==> src/rtl/spi_cmd_pkg.sv <==
package spi_cmd_pkg;

    localparam int CMD_W  = 8;
    localparam int FLD_W  = 4;

    typedef enum logic {
        PH_CMD  = 1'b0,
        PH_DATA = 1'b1
    } phase_e;

    typedef struct packed {
        logic             is_conv;
        logic [FLD_W-1:0] func;
        logic             res12;
        logic             swrst;
        logic             stop;
        logic [FLD_W-1:0] addr;
        logic             pend;
        logic             rd;
        logic             rsv_bad;
    } cmd_fields_t;

endpackage

==> src/rtl/spi_sync.sv <==
module spi_sync #(
    parameter int               WIDTH   = 1,
    parameter int               STAGES  = 2,
    parameter logic [WIDTH-1:0] RST_VAL = '0
) (
    input  logic             clk,
    input  logic             rst_n,
    input  logic [WIDTH-1:0] async_i,
    output logic [WIDTH-1:0] sync_o
);
    logic [STAGES-1:0][WIDTH-1:0] stg_q;
    logic [STAGES-1:0][WIDTH-1:0] stg_d;

    always_comb begin
        stg_d[0] = async_i;
        for (int i = 1; i < STAGES; i++) begin
            stg_d[i] = stg_q[i-1];
        end
    end

    always_ff @(posedge clk or negedge rst_n) begin
        if (!rst_n) stg_q <= {STAGES{RST_VAL}};
        else        stg_q <= stg_d;
    end

    assign sync_o = stg_q[STAGES-1];
endmodule

==> src/rtl/spi_edge.sv <==
module spi_edge #(
    parameter logic RST_VAL = 1'b0
) (
    input  logic clk,
    input  logic rst_n,
    input  logic level_i,
    output logic rise_o,
    output logic fall_o
);
    logic prev_q;
    logic prev_d;

    always_comb prev_d = level_i;

    always_ff @(posedge clk or negedge rst_n) begin
        if (!rst_n) prev_q <= RST_VAL;
        else        prev_q <= prev_d;
    end

    assign rise_o = level_i & ~prev_q;
    assign fall_o = ~level_i & prev_q;
endmodule

==> src/rtl/spi_cmd_fields.sv <==
module spi_cmd_fields
    import spi_cmd_pkg::*;
(
    input  logic [CMD_W-1:0] cmd_i,
    output cmd_fields_t      fld_o
);
    always_comb begin
        fld_o.is_conv = cmd_i[7];
        fld_o.func    = cmd_i[6:3];
        fld_o.res12   = cmd_i[2];
        fld_o.swrst   = cmd_i[1];
        fld_o.stop    = cmd_i[0];
        fld_o.addr    = cmd_i[6:3];
        fld_o.pend    = cmd_i[2];
        fld_o.rd      = cmd_i[1];
        fld_o.rsv_bad = cmd_i[0];
    end
endmodule

==> src/rtl/spi_cmd_decoder.sv <==
module spi_cmd_decoder
    import spi_cmd_pkg::*;
#(
    parameter int DATA_W      = 16,
    parameter int SYNC_STAGES = 2
) (
    input  logic              clk,
    input  logic              rst_n,
    input  logic              spi_sclk,
    input  logic              spi_cs_n,
    input  logic              spi_mosi,
    output logic              spi_miso,
    output logic [FLD_W-1:0]  conv_func,
    output logic              conv_start,
    output logic              conv_res12,
    output logic              conv_stop,
    output logic              bank_rst,
    output logic [FLD_W-1:0]  reg_addr,
    output logic              reg_pend,
    output logic              reg_wr_en,
    output logic [DATA_W-1:0] reg_wdata,
    input  logic [DATA_W-1:0] reg_rdata
);
    localparam int CNT_W = $clog2(DATA_W);
    localparam int PAD_W = DATA_W - CMD_W;

    typedef struct packed {
        phase_e             phase;
        logic [CNT_W-1:0]   cnt;
        logic [DATA_W-2:0]  rx;
        logic [DATA_W-1:0]  tx;
        logic               load_pend;
        logic               load_rd;
        logic [CMD_W-1:0]   echo;
        logic [FLD_W-1:0]   func;
        logic               res12;
        logic               start;
        logic               stop;
        logic               brst;
        logic [FLD_W-1:0]   addr;
        logic               pend;
        logic               rd;
        logic               wr;
        logic [DATA_W-1:0]  wdata;
    } state_t;

    state_t q, d;

    logic [2:0]       sync_out;
    logic             csn_s, sclk_s, mosi_s;
    logic             cs_act, sclk_rise, sclk_fall;
    logic [CMD_W-1:0] cmd_byte;
    cmd_fields_t      fld;

    spi_sync #(
        .WIDTH  (3),
        .STAGES (SYNC_STAGES),
        .RST_VAL(3'b100)
    ) u_sync (
        .clk    (clk),
        .rst_n  (rst_n),
        .async_i({spi_cs_n, spi_sclk, spi_mosi}),
        .sync_o (sync_out)
    );

    assign {csn_s, sclk_s, mosi_s} = sync_out;
    assign cs_act = ~csn_s;

    spi_edge #(.RST_VAL(1'b0)) u_sclk_edge (
        .clk    (clk),
        .rst_n  (rst_n),
        .level_i(sclk_s),
        .rise_o (sclk_rise),
        .fall_o (sclk_fall)
    );

    assign cmd_byte = {q.rx[CMD_W-2:0], mosi_s};

    spi_cmd_fields u_fields (
        .cmd_i(cmd_byte),
        .fld_o(fld)
    );

    always_comb begin
        d       = q;
        d.start = 1'b0;
        d.stop  = 1'b0;
        d.brst  = 1'b0;
        d.wr    = 1'b0;
        if (!cs_act) begin
            d.phase     = PH_CMD;
            d.cnt       = '0;
            d.load_pend = 1'b0;
            d.load_rd   = 1'b0;
            d.tx        = {q.echo, {PAD_W{1'b0}}};
        end else if (sclk_rise) begin
            d.rx  = {q.rx[DATA_W-3:0], mosi_s};
            d.cnt = q.cnt + 1'b1;
            if (q.phase == PH_CMD && q.cnt == CNT_W'(CMD_W-1)) begin
                d.cnt       = '0;
                d.echo      = cmd_byte;
                d.load_pend = 1'b1;
                d.load_rd   = 1'b0;
                if (fld.is_conv) begin
                    d.func  = fld.func;
                    d.res12 = fld.res12;
                    d.stop  = fld.stop;
                    d.start = ~fld.stop;
                    d.brst  = fld.swrst;
                end else if (!fld.rsv_bad) begin
                    d.addr    = fld.addr;
                    d.pend    = fld.pend;
                    d.rd      = fld.rd;
                    d.load_rd = fld.rd;
                    d.phase   = PH_DATA;
                end
            end else if (q.phase == PH_DATA && q.cnt == CNT_W'(DATA_W-1)) begin
                d.cnt       = '0;
                d.phase     = PH_CMD;
                d.load_pend = 1'b1;
                d.load_rd   = 1'b0;
                if (!q.rd) begin
                    d.wr    = 1'b1;
                    d.wdata = {q.rx, mosi_s};
                end
            end
        end else if (sclk_fall) begin
            if (q.load_pend) begin
                d.load_pend = 1'b0;
                d.tx = q.load_rd ? reg_rdata : {q.echo, {PAD_W{1'b0}}};
            end else begin
                d.tx = {q.tx[DATA_W-2:0], 1'b0};
            end
        end
    end

    always_ff @(posedge clk or negedge rst_n) begin
        if (!rst_n) q <= '0;
        else        q <= d;
    end

    assign spi_miso   = cs_act & q.tx[DATA_W-1];
    assign conv_func  = q.func;
    assign conv_res12 = q.res12;
    assign conv_start = q.start;
    assign conv_stop  = q.stop;
    assign bank_rst   = q.brst;
    assign reg_addr   = q.addr;
    assign reg_pend   = q.pend;
    assign reg_wr_en  = q.wr;
    assign reg_wdata  = q.wdata;


    start_stop_excl_chk: assert property (@(posedge clk) disable iff (!rst_n)
        !(conv_start && conv_stop));


    start_single_chk: assert property (@(posedge clk) disable iff (!rst_n)
        conv_start |=> !conv_start);


    wr_after_data_chk: assert property (@(posedge clk) disable iff (!rst_n)
        reg_wr_en |-> $past(q.phase == PH_DATA));


    cmd_cnt_bound_chk: assert property (@(posedge clk) disable iff (!rst_n)
        (q.phase == PH_CMD) |-> (q.cnt < CNT_W'(CMD_W)));


    addr_hold_chk: assert property (@(posedge clk) disable iff (!rst_n)
        (q.phase == PH_CMD && $past(q.phase == PH_CMD)) |-> $stable(reg_addr));


    deselect_clear_chk: assert property (@(posedge clk) disable iff (!rst_n)
        !cs_act |=> (q.phase == PH_CMD && !reg_wr_en && !conv_start && !conv_stop));
endmodule

==> config.mk <==
export PLATFORM = sky130hd
export DESIGN_NAME = spi_cmd_decoder
export DESIGN_NICKNAME = d
export VERILOG_FILES = /design/src/rtl/spi_cmd_pkg.sv /design/src/rtl/spi_sync.sv /design/src/rtl/spi_edge.sv /design/src/rtl/spi_cmd_fields.sv /design/src/rtl/spi_cmd_decoder.sv
export SDC_FILE = /design/constraint.sdc
export NUM_CORES = 1
export LEC_CHECK = 0
export BUFFER_PORTS_ARGS = -buffer_cell sky130_fd_sc_hd__clkbuf_2
export CORE_UTILIZATION = 40
export DETAILED_ROUTE_END_ITERATION = 8
export GPL_ROUTABILITY_DRIVEN = 0
export PLACE_DENSITY = 0.6
export SLEW_MARGIN = 20
export SYNTH_ARGS = -nofsm -noshare
export SYNTH_HDL_FRONTEND = slang
export SYNTH_SLANG_ARGS = --single-unit
==> constraint.sdc <==
create_clock -name clk -period 4.7 [get_ports clk]
set_input_delay 0.94 -clock clk [delete_from_list [all_inputs] [get_ports clk]]
set_output_delay 0.94 -clock clk [all_outputs]
set_load 0.05 [all_outputs]
# After elaboration in Yosys (flattened, before gate mapping)
# Index checks and enable logic that the tools add are counted.
# word_totals
ff_bits	84
input_bits	21
output_inout_bits	31
word_cells	78
# op_classes
addsub	1
eq_ne	6
mux	25
bitwise_logic	11
reduce_logical	15
# op_table
op	n
two-way mux 17 bit	4
two-way mux 16 bit	3
two-way mux 40 bit	1
two-way mux 26 bit	1
two-way mux 22 bit	1
two-way mux 20 bit	1
two-way mux 18 bit	1
two-way mux 5 bit	3
two-way mux 6 bit	2
AND reduction 5 bit	2
two-way mux 8 bit	1
inverter 1 bit	8
AND reduction 2 bit	4
AND reduction 4 bit	2
inequality test 3 x 2 -> 1 bit, second input constant	2
nonzero test 3 bit	2
two-way mux 1 bit	5
adder 4 x 1 -> 4 bit, second input constant	1
equality test 4 x 3 -> 1 bit, second input constant	1
equality test 4 bit, second input constant	1
two-way mux 2 bit	2
inequality test 4 x 1 -> 1 bit, second input constant	1
nonzero test 2 bit	2
AND 1 bit	3
other kinds (3)	4

# Depth between registers and ports, before layout
# logic_depth
word_depth	6
mapped_depth	9
depth_no_buf	5

# Cells and area by module
# Synthesis repeated with hierarchy kept, for this count alone.
# hier_totals
cells_unflattened	304
hier_area_um2	3791.1
# modules_own_cells
mod	n_inst	cells_each	area_per_inst_um2	seq_area_each_um2
spi_cmd_decoder	1	280	3485.8	1926.8
spi_sync	1	6	152.6	152.6
spi_cmd_fields	1	15	112.6	0.0
spi_edge	1	3	40.0	25.0

# Worst setup path after synthesis
# No wires, ideal clock.
# synth_path
path_type	reg2out
startpoint	register u_sync.stg_q (netlist bit u_sync.sync_o[2])
endpoint	output spi_miso
arrival_time_ps	1472
required_ps	3760
slack_ps	2288
stages_incl_launch_ff	4
path_buffers	2
cell_sequence	dfstp_2 > clkbuf_1 > buf_1 > nor2b_1
# synth_via
elab_chain_cells	2
# synth_lines
item	line_no	source
start, declared	spi_sync.sv:11	logic [STAGES-1:0][WIDTH-1:0] stg_q;
start signal, assigned	spi_sync.sv:22	if (!rst_n) stg_q <= {STAGES{RST_VAL}};
start signal, assigned	spi_sync.sv:23	else stg_q <= stg_d;
inverter 1 bit (no line)	n/a	
AND 1 bit	spi_cmd_decoder.sv:142	assign spi_miso = cs_act & q.tx[DATA_W-1];
end, declared	spi_cmd_decoder.sv:12	output logic spi_miso,
# No other way between the ends.

# Worst setup path in the final report
# Same ends and word-level chain as after synthesis.

==> results.json <==
{
  "status": "finished clean",
  "yosys.area_share.simple": 0.0971,
  "worst_path_max_delay_cell": "dfstp_2",
  "dp_hpwl_microns": 4600,
  "crit_path_end_kind": "output pin",
  "fmax_mhz": 380,
  "rsz0062_at_grt": "no",
  "period_share": 0.560,
  "min_from": "u_sync.stg_d[3]",
  "ctsResizeCount": 0,
  "dp_cells": 417,
  "min_path_cells": 0,
  "r2r_cells": 5,
  "dieWidth_microns": 98.5,
  "rows": 34,
  "avgViaCountPerCell": 5.26,
  "io_buffer_count": 51,
  "synthAdderAreaFrac": 0.0101,
  "clk_path_buf_depth": 2,
  "antenna_found_initial": 0,
  "whs_endpoint": "u_sync.sync_o[0]",
  "die_area_sq_um": 9700,
  "cts_root_buffer": "clkbuf_8",
  "ys_top_cells_by_area": "dfrtp_1, mux2_2, buf_4",
  "num-nets-final": 344,
  "synth_commonest_cells": "dfrtp_1, mux2_2, buf_4, nand2b_1, nor2_1",
  "min_period_ns": 2.63,
  "netlist.area_leader.share": 0.551,
  "synth-compound-area-share": 0.0870,
  "leakage_nw": 2.03,
  "diodes": 0,
  "grt.overflow.total": 0,
  "critical_path_arrival_ns": 1.69,
  "ios": 52,
  "finalSetupViolCount": 0,
  "yosysSeqAreaShare": 0.565,
  "drt_iter0_drc": 87,
  "ff2ff_setup_slack_ns": 2.26,
  "yosysMostFrequentCell": "dfrtp_1",
  "synth_xor_area_frac": 0.00470,
  "yosysWarnings": 0,
  "globalRouteTotalUtil": 0.153,
  "r2r_start": "u_sclk_edge.prev_q",
  "maxCapViolCount": 0,
  "crit_required_ns": 3.76,
  "clk_latency_ns": 0.35,
  "synth_flop_cell": "dfrtp_1",
  "crit_chain": "nor2b_1, clkbuf_2",
  "ir_worst_vdd_v": 0.000159,
  "routedWlPerCell_microns": 15.9,
  "cp-start-kind": "flop",
  "cts_tree": "yes",
  "max_stage_delay_ns": 0.97,
  "cts_inserted_buffers": 9,
  "synth.net_count": 319,
  "post_cts_buffers": 0,
  "power_w": 0.00139,
  "core_sq_um": 8850,
  "async_flop_share": 1.00,
  "worstMarginPinSlew_ns": 0.979,
  "clock-skew-final_ns": 0.0109,
  "drt-total-wl_microns": 6890,
  "slew_headroom": 0.347,
  "clk_pin_slew_ns": 0.09,
  "pwr_density_cell_nw_per_um2": 343,
  "clock-sinks": 84,
  "syn2layout_area_growth_pct": 9.04,
  "cts_max_level": 3,
  "synth_cells": 295,
  "finalHoldViolations": 0,
  "grt_pass1_wl_microns": 11300,
  "start_util": 0.421,
  "post_layout_nonfiller_instances": 433,
  "drtAntennaViolNets": 0,
  "synth-seq-cells": 84,
  "syn_avg_cell_area_sq_um": 12.6,
  "synth_top_family_by_area": "multiplexers",
  "cts_hold_buf": 0,
  "path_class": "flop to output pin",
  "drc": 0,
  "hold_path_class": "flop to flop",
  "critPathMaxFanout": 42,
  "dr_total_vias": 2279,
  "grt_pass1_vias": 2211,
  "slew_violations": 0,
  "grt_max_degree": 52,
  "syn-cell-area_sq_um": 3720,
  "die_h_microns": 98.5,
  "r2r-end": "reg_wdata[5]",
  "drive_gt1_frac": 0.382,
  "yosys.cell_types.count": 35,
  "final_core_util": 0.459,
  "synth_edf_count": 0,
  "dr.pass1.iters": 6,
  "muxShareOfSynthArea": 0.160,
  "synth_top_area_cell": "dfrtp_1",
  "timing.setup.tns_ns": 0
}
-- sequential cells by signal (all words and copies together), names as in the netlist --
signal / flops
bank_rst: 1
cmd_byte: 7
conv_func: 4
conv_res12: 1
conv_start: 1
conv_stop: 1
q: 40
reg_addr: 4
reg_pend: 1
reg_wdata: 16
reg_wr_en: 1
u_sclk_edge.prev_q: 1
u_sync.stg_d: 3
u_sync.sync_o: 3
-- worst max path at each step --
stage               depth (start not counted)  slack [ns]            to               start
finish                                      2        2.07      spi_miso    u_sync.sync_o[2]
global placement                            5        2.28  reg_wdata[9]  u_sclk_edge.prev_q
floorplan                                   3        2.29      spi_miso    u_sync.sync_o[2]
CTS                                         2        2.04      spi_miso    u_sync.sync_o[2]
detailed placement                          5        2.23  reg_wdata[9]  u_sclk_edge.prev_q
global route                                2        1.96      spi_miso    u_sync.sync_o[2]
-- cell families (layout without fill, tap and decap cells) --
kind of cell,after synthesis,in the layout
DFF,84,84
and+or+nand+nor,68,68
muxes,50,50
buffers and inverters,47,77
AOI/OAI and AO/OA,41,41
adders and majority gates,3,3
xor gates and xnor gates,2,2
-- layer usage --
| metal | part of all wire | track usage | vias to the layer above |
|---|---|---|---|
| met5 | 0 | 0 | - |
| met4 | 0.018 | 0.0792 | 0 |
| met2 | 0.46 | 0.226 | 52 |
| met3 | 0.037 | 0.0369 | 8 |
| met1 | 0.48 | 0.211 | 1148 |
| li1 | - | - | 1071 |
-- where the power goes --
| part | switching, W | internal (W) | leakage (nW) |
|---|---|---|---|
| sequential | 0.0000587 | 0.000771 | 1.13 |
| combinational | 0.0000476 | 0.0000504 | 0.811 |
| clock | 0.000269 | 0.000198 | 0.0906 |
| total | 0.000376 | 0.00102 | 2.03 |
-- worst max-delay path: cells and delay by family (launching register included) --
family | cells | cell delay [ns]
buffers and inverters | 1 | 0.26
AND/OR/NAND/NOR | 1 | 0.10
flip-flops | 1 | 0.97
-- cell type report --
cell class | instances | area, sq um
Fill cell | 860 | 4790
Sequential cell | 84 | 2100
Multi-Input combinational cell | 164 | 1340
Timing Repair Buffer | 54 | 280
Tap cell | 108 | 135
Clock buffer | 9 | 124
Clock inverter | 7 | 56.3
Inverter | 7 | 26.3
-- cell usage in the layout (no fill, tap or decap), types with 7 or more instances in the layout --
cell type,instances
a221oi_1,7
and3_1,8
clkbuf_2,50
clkbuf_8,9
dfrtp_1,82
inv_1,7
mux2_2,39
mux2_4,9
nand2b_1,17
nor2_1,17
nor3_1,8
o21ai_0,9
o221ai_1,8
o2bb2ai_1,8
-- stage by stage --
stage | hold slack (ns) | setup WS (ns) | area, sq um
finish | 0.359 | 2.07 | 4060
global route | 0.370 | 1.96 | 4060
detailed placement | 0.342 | 2.23 | 3880
floorplan | 0.331 | 2.29 | 3720
CTS | 0.361 | 2.04 | 4060
global placement | 0.337 | 2.28 | 3880
Note: power is estimated with default switching activity, not from simulation.
